File: src/rtl/aud_xfer_pkg.sv
package aud_xfer_pkg;
  typedef enum logic [2:0] {
    REG_RUN    = 3'd0,
    REG_ENGINE = 3'd1,
    REG_CLEAR  = 3'd2,
    REG_THRESH = 3'd3,
    REG_TXDATA = 3'd4,
    REG_RXDATA = 3'd5,
    REG_LEVEL  = 3'd6,
    REG_STATUS = 3'd7
  } reg_sel_e;

  localparam int unsigned NUM_DIR = 2;
  localparam int unsigned DIR_TX  = 0;
  localparam int unsigned DIR_RX  = 1;
endpackage

File: src/rtl/aud_fifo.sv
module aud_fifo #(
  parameter int unsigned DW    = 32,
  parameter int unsigned DEPTH = 32,
  localparam int unsigned AW   = $clog2(DEPTH),
  localparam int unsigned LW   = $clog2(DEPTH + 1)
) (
  input  logic          clk,
  input  logic          rst_n,
  input  logic          flush,
  input  logic          push,
  input  logic [DW-1:0] wdata,
  input  logic          pop,
  output logic [DW-1:0] rdata,
  output logic [LW-1:0] level,
  output logic          full,
  output logic          empty
);
  logic [DW-1:0] mem [DEPTH];
  logic [AW-1:0] wptr, rptr;
  logic push_ok, pop_ok;

  assign full    = (level == LW'(DEPTH));
  assign empty   = (level == '0);
  assign push_ok = push && !full;
  assign pop_ok  = pop && !empty;
  assign rdata   = mem[rptr];

  always_ff @(posedge clk or negedge rst_n) begin
    if (!rst_n) begin
      wptr  <= '0;
      rptr  <= '0;
      level <= '0;
    end else if (flush) begin
      wptr  <= '0;
      rptr  <= '0;
      level <= '0;
    end else begin
      if (push_ok) wptr <= wptr + AW'(1);
      if (pop_ok)  rptr <= rptr + AW'(1);
      level <= level + LW'(push_ok) - LW'(pop_ok);
    end
  end

  always_ff @(posedge clk) begin
    if (push_ok && !flush) mem[wptr] <= wdata;
  end
endmodule

File: src/rtl/aud_clr_timer.sv
module aud_clr_timer #(
  parameter int unsigned CLR_CYCLES = 4,
  localparam int unsigned CW        = $clog2(CLR_CYCLES + 1)
) (
  input  logic clk,
  input  logic rst_n,
  input  logic go,
  output logic pending,
  output logic start
);
  logic [CW-1:0] cnt;

  assign pending = (cnt != '0);
  assign start   = go && !pending;

  always_ff @(posedge clk or negedge rst_n) begin
    if (!rst_n)           cnt <= '0;
    else if (start)       cnt <= CW'(CLR_CYCLES);
    else if (pending)     cnt <= cnt - CW'(1);
  end
endmodule

File: src/rtl/aud_xfer_seq.sv
module aud_xfer_seq (
  input  logic       clk,
  input  logic       rst_n,
  input  logic [1:0] run,
  input  logic       clr_busy,
  output logic       started,
  output logic       stop_go
);
  logic any_run;
  assign any_run = |run;

  always_ff @(posedge clk or negedge rst_n) begin
    if (!rst_n) begin
      started <= 1'b0;
      stop_go <= 1'b0;
    end else begin
      stop_go <= started && !any_run;
      if (started && !any_run)
        started <= 1'b0;
      else if (!started && any_run && !stop_go && !clr_busy)
        started <= 1'b1;
    end
  end
endmodule

File: src/rtl/aud_xfer_ctrl.sv
module aud_xfer_ctrl
  import aud_xfer_pkg::*;
#(
  parameter int unsigned DW         = 32,
  parameter int unsigned DEPTH      = 32,
  parameter int unsigned CLR_CYCLES = 4,
  parameter int unsigned THR_RESET  = 16,
  localparam int unsigned LW        = $clog2(DEPTH + 1)
) (
  input  logic          clk,
  input  logic          rst_n,
  input  logic          reg_wr,
  input  logic          reg_rd,
  input  logic [2:0]    reg_addr,
  input  logic [31:0]   reg_wdata,
  output logic [31:0]   reg_rdata,
  output logic          tx_dma_req,
  output logic          rx_dma_req,
  output logic          tx_out_valid,
  input  logic          tx_out_ready,
  output logic [DW-1:0] tx_out_data,
  input  logic          rx_in_valid,
  output logic          rx_in_ready,
  input  logic [DW-1:0] rx_in_data
);
  logic [1:0]    run_q;
  logic [LW-1:0] thr_tx_q, thr_rx_q;
  logic          ovr_q;
  logic          started, stop_go;
  logic [1:0]    clr_go, clr_pend, clr_start;

  logic          wr_run, wr_clr, wr_thr, wr_txd, wr_stat, rd_rxd;
  logic [LW-1:0] tx_level, rx_level;
  logic          tx_full, tx_empty, rx_full, rx_empty;
  logic [DW-1:0] rx_head;
  logic          tx_pop, rx_push;

  assign wr_run  = reg_wr && (reg_addr == REG_RUN);
  assign wr_clr  = reg_wr && (reg_addr == REG_CLEAR);
  assign wr_thr  = reg_wr && (reg_addr == REG_THRESH);
  assign wr_txd  = reg_wr && (reg_addr == REG_TXDATA);
  assign wr_stat = reg_wr && (reg_addr == REG_STATUS);
  assign rd_rxd  = reg_rd && (reg_addr == REG_RXDATA);

  always_ff @(posedge clk or negedge rst_n) begin
    if (!rst_n) begin
      run_q    <= '0;
      thr_tx_q <= LW'(THR_RESET);
      thr_rx_q <= LW'(THR_RESET);
      ovr_q    <= 1'b0;
    end else begin
      if (wr_run) run_q <= reg_wdata[1:0];
      if (wr_thr) begin
        thr_tx_q <= reg_wdata[LW-1:0];
        thr_rx_q <= reg_wdata[8+LW-1:8];
      end
      if (wr_txd && tx_full)           ovr_q <= 1'b1;
      else if (wr_stat && reg_wdata[0]) ovr_q <= 1'b0;
    end
  end

  aud_xfer_seq u_seq (
    .clk      (clk),
    .rst_n    (rst_n),
    .run      (run_q),
    .clr_busy (|clr_pend),
    .started  (started),
    .stop_go  (stop_go)
  );

  for (genvar g = 0; g < NUM_DIR; g++) begin : g_clr
    assign clr_go[g] = stop_go || (wr_clr && reg_wdata[g]);
    aud_clr_timer #(.CLR_CYCLES(CLR_CYCLES)) u_timer (
      .clk     (clk),
      .rst_n   (rst_n),
      .go      (clr_go[g]),
      .pending (clr_pend[g]),
      .start   (clr_start[g])
    );
  end

  assign tx_out_valid = started && !clr_pend[DIR_TX] && !tx_empty;
  assign tx_pop       = tx_out_valid && tx_out_ready;
  assign rx_in_ready  = started && !clr_pend[DIR_RX] && !rx_full;
  assign rx_push      = rx_in_valid && rx_in_ready;

  aud_fifo #(.DW(DW), .DEPTH(DEPTH)) u_txf (
    .clk   (clk),
    .rst_n (rst_n),
    .flush (clr_start[DIR_TX]),
    .push  (wr_txd),
    .wdata (reg_wdata[DW-1:0]),
    .pop   (tx_pop),
    .rdata (tx_out_data),
    .level (tx_level),
    .full  (tx_full),
    .empty (tx_empty)
  );

  aud_fifo #(.DW(DW), .DEPTH(DEPTH)) u_rxf (
    .clk   (clk),
    .rst_n (rst_n),
    .flush (clr_start[DIR_RX]),
    .push  (rx_push),
    .wdata (rx_in_data),
    .pop   (rd_rxd),
    .rdata (rx_head),
    .level (rx_level),
    .full  (rx_full),
    .empty (rx_empty)
  );

  assign tx_dma_req = run_q[DIR_TX] && (tx_level <= thr_tx_q);
  assign rx_dma_req = run_q[DIR_RX] && (rx_level > thr_rx_q);

  always_comb begin
    reg_rdata = '0;
    case (reg_addr)
      REG_RUN:    reg_rdata[1:0] = run_q;
      REG_ENGINE: reg_rdata[1:0] = {started, started};
      REG_CLEAR:  reg_rdata[1:0] = clr_pend;
      REG_THRESH: reg_rdata      = {16'b0, 8'(thr_rx_q), 8'(thr_tx_q)};
      REG_RXDATA: reg_rdata      = rx_empty ? 32'b0 : 32'(rx_head);
      REG_LEVEL:  reg_rdata      = {16'b0, 8'(rx_level), 8'(tx_level)};
      REG_STATUS: reg_rdata[0]   = ovr_q;
      default:    reg_rdata      = '0;
    endcase
  end
endmodule

File: config.mk
export PLATFORM = sky130hd
export DESIGN_NAME = aud_xfer_ctrl
export DESIGN_NICKNAME = d
export VERILOG_FILES = /design/src/rtl/aud_xfer_pkg.sv /design/src/rtl/aud_fifo.sv /design/src/rtl/aud_clr_timer.sv /design/src/rtl/aud_xfer_seq.sv /design/src/rtl/aud_xfer_ctrl.sv
export SDC_FILE = /design/constraint.sdc
export NUM_CORES = 2
export LEC_CHECK = 0
export ABC_AREA = 1
export BUFFER_PORTS_ARGS = -buffer_cell sky130_fd_sc_hd__buf_4
export CORE_ASPECT_RATIO = 0.75
export CORE_MARGIN = 4
export CORE_UTILIZATION = 55
export CTS_CLUSTER_SIZE = 30
export DETAILED_ROUTE_END_ITERATION = 8
export HOLD_SLACK_MARGIN = 0.03
export PLACE_DENSITY = 0.7
export SLEW_MARGIN = 0
export SYNTH_ARGS = -nofsm -noshare
export SYNTH_HDL_FRONTEND = slang
export SYNTH_SLANG_ARGS = --single-unit
File: constraint.sdc
create_clock -name clk -period 5.21 [get_ports clk]
set_input_delay 0 -clock clk [delete_from_list [all_inputs] [get_ports clk]]
set_output_delay 0 -clock clk [all_outputs]
set_load 0.01 [all_outputs]
# Word level (Yosys, flattened, before mapping)
# Memory sizes are Yosys's and may differ from the RTL's.
# Cells that the tools add are included.
# word_totals
reg_bits	55
ram_bits	2048
in_bits	73
out_inout_bits	68
word_cells	122
n_memories	2
# mem_list
name	words	word_bits	read_ports	rd_ports_with_merged_regs	write_ports	line	text
u_rxf.mem	32	32	1	0	1	aud_fifo.sv:18	logic [DW-1:0] mem [DEPTH];
u_txf.mem	32	32	1	0	1	aud_fifo.sv:18	
# classes
add_sub_neg	10
order_cmp	2
eq_ne	9
n_mux	26
reduce_logical	59
# op_table
cell	n
$pmux 30 s3	1
$mux 5	8
$mux 32	1
$logic_and 1x1->1	30
$add 5x1->5 const B	4
$reduce_bool 2->1	8
$add 6x1->6	2
$eq 3x3->1 const B	4
$eq 6x6->1 const B	2
$logic_not 1->1	12
$logic_not 6->1	2
$mux 3	4
$mux 6	2
$sub 6x1->6	2
$mux 1	8
$pmux 1 s7	1
$eq 3x2->1 const B	2
$gt 6x6->1	1
$le 6x6->1	1
$pmux 1 s6	1
$reduce_bool 3->1	2
$sub 3x1->3 const B	2
$reduce_or 2->1	2
$eq 3x1->1 const B	1
2 further kinds	3

# Depth between registers and ports, before layout
# depth
ltp_word	9
mapped_depth	15
depth_no_buf	15

# By module
# A second synthesis with hierarchy kept.
# unflattened
cells_unflattened	8511
hier_area_um2	90700.7
# by_module_without_submodules
module	instances	cells_per_inst	area_per_inst_um2	seq_area_each_um2
aud_fifo	2	4097	44350.0	31149.9
aud_xfer_ctrl	1	262	1540.2	377.9
aud_clr_timer	2	24	191.4	75.1
aud_xfer_seq	1	7	77.6	50.0

# Worst setup path after synthesis
# No wires, ideal clock.
# synth_timing
path_type	register to register
startpoint	reg u_txf.level[2]
endpoint	mem u_txf.mem[31][0] (enable)
setup_ns	0.461
t_arrival_ns	3.194
path_slack_ns	1.555
stages_incl_launch_ff	8
path_buffers	0
path_cell_list	dfrtp_1 > inv_1 > ha_1 > nand4_1 > nand2_1 > inv_2 > nand2_1 > nor3_1
# synth_between
elab_chain_len	6
# synth_rtl
element	line	text
from (decl)	aud_fifo.sv:14	output logic [LW-1:0] level,
from (signal assigned)	aud_fifo.sv:40	level <= level + LW'(push_ok) - LW'(pop_ok);
$eq 6x6->1	aud_fifo.sv:22	assign full = (level == LW'(DEPTH));
$logic_not 1->1	aud_fifo.sv:24	assign push_ok = push && !full;
$logic_and 1x1->1	aud_fifo.sv:24	
$logic_and 1x1->1	aud_fifo.sv:45	if (push_ok && !flush) mem[wptr] <= wdata;
$mux 1	aud_fifo.sv:45	
$mux 1 (not written as such)	aud_fifo.sv:45	
to (decl)	aud_fifo.sv:18	
# No other way between the ends.

# Final worst setup path
# layout_timing
startpoint	reg u_rxf.rptr[2]
endpoint	out reg_rdata[5]
# layout_between
elab_chain_len	3
# layout_rtl
element	line	text
from (decl)	aud_fifo.sv:19	logic [AW-1:0] wptr, rptr;
from (signal assigned)	aud_fifo.sv:39	if (pop_ok) rptr <= rptr + AW'(1);
$mem_v2 32x32	--	
$mux 32	aud_xfer_ctrl.sv:123	REG_RXDATA: reg_rdata = rx_empty ? 32'b0 : 32'(rx_head);
$pmux 30 s3	aud_xfer_ctrl.sv:118	case (reg_addr)
to (decl)	aud_xfer_ctrl.sv:16	output logic [31:0] reg_rdata,
# No other way between the ends.

==> flow_summary.json <==
{
  "synthesis.area_um2": 86000,
  "h-tree-depth": 4,
  "instances_no_fill": 9717,
  "clk_pin_slew_ns": 0.06,
  "placed_cells": 9285,
  "grt_max_degree": 162,
  "synth_area_leaders": "edfxtp_1 (71%), nand2_1 (5.8%), nor2_1 (5.6%)",
  "synth_edf_count": 2048,
  "rows": 125,
  "p_leak_nw": 34.1,
  "cp-start-kind": "flip-flop",
  "dpl.hpwl_mm": 143,
  "clk_latency_ns": 0.83,
  "synth_cells": 7338,
  "cp.required_ns": 5.21,
  "drive_gt1_share_pct": 8.77,
  "post_drt_wl_per_cell_um": 25.0,
  "clock_sinks": 2103,
  "irDropWorstVdd_uv": 391,
  "fin_nets": 7585,
  "port_buffers": 140,
  "gp_congestion": 0.904,
  "cts_buffer_depth": 3,
  "route.detailed.drc": 0,
  "cts_tree": "built",
  "coreArea_um2": 155000,
  "cp_data_arrival_time_ns": 4.37,
  "track_usage_pct": 29.5,
  "finalCritPeriodShare_pct": 83.9,
  "routed-via-count": 58196,
  "status": "completed",
  "synth_flop_cell": "edfxtp_1",
  "die-height_um": 351,
  "p_per_area_nw_per_um2": 519,
  "rsz0062_at_grt": "false",
  "initial_core_util_pct": 55.5,
  "maxCapViolations": 0,
  "cts_setup_buffers": 0,
  "setup_viol": 0,
  "cts-root-buf": "clkbuf_16",
  "slowest_stage": "inv_2",
  "cts_hold_buf": 80,
  "max_slew_margin_pct": 7.02,
  "io-pin-count": 141,
  "fin_crit_ns": 4.37,
  "yosysMostFrequentCell": "edfxtp_1",
  "grt_first_pass_wirelength_mm": 356,
  "syn_avg_cell_area_um2": 11.7,
  "area_delta_synth_final_pct": 12.2,
  "ys_ff_latch": 2103,
  "crit_fanout": 30,
  "total_power_w": 0.0501,
  "drv_slew": 0,
  "postLayoutCoreUtil_pct": 62.2,
  "hold_violations": 0,
  "crit_family": "simple AND/OR/NAND/NOR gates",
  "drt-initial-drc-count": 8909,
  "crit_top_cell": "nand2_1",
  "slowest_delay_ns": 0.81,
  "antenna_left": 0,
  "fill_cells": 11625,
  "ys_async_sr_fraction_pct": 2.62,
  "wirelength_mm": 243,
  "holdWs_ns": 0.166,
  "dr.pass1.iters": 6,
  "syn_nets": 7457,
  "grt_pass1_vias": 53890,
  "fmax_mhz": 229,
  "worstMarginPinSlew_ns": 1.39,
  "fin_skew_ns": 0.0247,
  "path_cells": "nand2_1 > inv_2 > buf_4 > nand3_1 > nand2_1 > nor2_1 > nand2_1 > nand3_1 > nand2_1 > buf_4",
  "cts_made_buffers": 194,
  "via_per_inst": 5.99,
  "critPathBufInv": 3,
  "yosysSeqAreaShare_pct": 73.1,
  "critPathKind": "flip-flop to primary output",
  "synth_cell_types": 38,
  "synth_top_area_cell": "edfxtp_1",
  "ys_top_cells_by_count": "edfxtp_1 (2,048), nand2_1 (1,330), nor2_1 (1,289)",
  "die_w_um": 465,
  "hold_class": "input port to flip-flop",
  "antenna_found_initial": 7,
  "design.die.area_um2": 163000,
  "setup-tns-final_ns": 0,
  "crit_path_end_kind": "primary output",
  "post_cts_resized": 0,
  "gr-total-overflow": 0,
  "yosys_warnings": 0,
  "yosysTopAreaCellShare_pct": 71.5
}
==> worst register-to-register path, cell delays in order (launching register included) <==
cell	delay [ns]
dfrtp_1	0.40
inv_1	0.10
ha_1	0.15
inv_1	0.06
nor2_2	0.24
nand3_1	0.16
nor2_1	0.45
nand2_1	0.30
inv_1	0.23
nand2_1	0.49
nor2_4	0.83
buf_12	0.25
==> flip-flops by register name (all words and copies together) (netlist names) <==
register	flops
ovr_q	1
u_rxf.rptr	5
u_rxf.mem	1024
run_q	2
u_txf.wptr	5
u_rxf.wptr	5
thr_tx_q	6
thr_rx_q	6
u_txf.level	6
u_rxf.level	6
u_seq.started	1
u_txf.rptr	5
u_txf.mem	1024
u_seq.stop_go	1
g_clr.u_timer.cnt	6
==> through the flow <==
step                      instance area, µm²  worst slack [ns]
final                                  96600             0.841
after CTS                              96600             0.910
after detailed placement               89700              1.38
after global routing                   96600             0.710
after floorplan                        86000              1.55
after global placement                 89700              1.41
==> cell families (layout without fill, tap and decap cells) <==
| kind of cell | after synthesis | in the layout | synth area share [%] |
|---|---|---|---|
| and+or+nand+nor | 3354 | 3354 | 15.8 |
| xor gates and xnor gates | 7 | 7 | 0.0713 |
| other | 0 | 4 | 0 |
| muxes | 1 | 1 | 0.0131 |
| adders and majority gates | 46 | 46 | 0.686 |
| AOI/OAI and AO/OA | 1071 | 1071 | 6.65 |
| DFF | 2103 | 2103 | 73.1 |
| buffers and inverters | 756 | 1036 | 3.70 |
==> layout by cell type (no fill, tap or decap), drive strengths merged, types with 2 or more instances in the layout <==
| cell type | Yosys | final |
|---|---|---|
| nor3 | 12 | 12 |
| dlygate4sd3 | 0 | 79 |
| buf | 254 | 281 |
| diode | 0 | 4 |
| dfrtp | 53 | 53 |
| or2 | 33 | 33 |
| a21oi | 157 | 157 |
| o22ai | 14 | 14 |
| edfxtp | 2048 | 2048 |
| clkbuf | 174 | 252 |
| clkinvlp | 0 | 9 |
| o211ai | 130 | 130 |
| a31oi | 3 | 3 |
| nand2 | 1333 | 1333 |
| o21ai | 763 | 763 |
| dfstp | 2 | 2 |
| bufinv | 0 | 14 |
| xor2 | 6 | 6 |
| inv | 325 | 334 |
| nand3 | 670 | 670 |
| nor2 | 1290 | 1290 |
| clkinv | 3 | 67 |
| ha | 44 | 44 |
| fa | 2 | 2 |
| nand4 | 12 | 12 |
==> per-layer routing <==
layer	wire, µm	part of all wire [%]	track usage [%]
met1	100000	41	45.0
met2	100000	41	40.1
met3	36000	15	9.92
met4	6440	2.6	8.39
met5	0	0	0
==> path summary, 6_finish.rpt <==
| path | end | depth (start not counted) | start | slack [ns] |
|---|---|---|---|---|
| max | reg_rdata[5] | 10 | u_rxf.rptr[2] | 0.84 |
| min | u_txf.mem[25][28] | 2 | reg_wdata[28] | 0.17 |
| max reg2reg | u_rxf.mem[4][17] | 11 | g_clr[1].u_timer.cnt[0] | 1.23 |
| min reg2reg | u_seq.stop_go | 1 | run_q[0] | 0.50 |
| max in group asynchronous | u_rxf.rptr[1] | 4 | rst_n | 4.54 |
| min in group asynchronous | thr_tx_q[4] | 3 | rst_n | 0.31 |
==> layout make-up <==
| cell class | count | area, µm² | share of cell area, % |
|---|---|---|---|
| inverter | 328 | 1260 | 1.31 |
| sequential | 2103 | 62900 | 65.1 |
| timing repair buffer | 360 | 3210 | 3.32 |
| clock buffer | 252 | 5190 | 5.37 |
| clock inverter | 96 | 905 | 0.937 |
| tap | 2095 | 2620 | 2.71 |
| multi-input combinational | 4479 | 20500 | 21.2 |
| antenna | 4 | 10.0 | 0.0104 |
==> power by group <==
| group | internal, W | switching, W |
|---|---|---|
| logic | 0.00467 | 0.0123 |
| clock network | 0.00771 | 0.00613 |
| registers | 0.0188 | 0.000515 |
No activity file was read; power rests on OpenSTA's default activity.
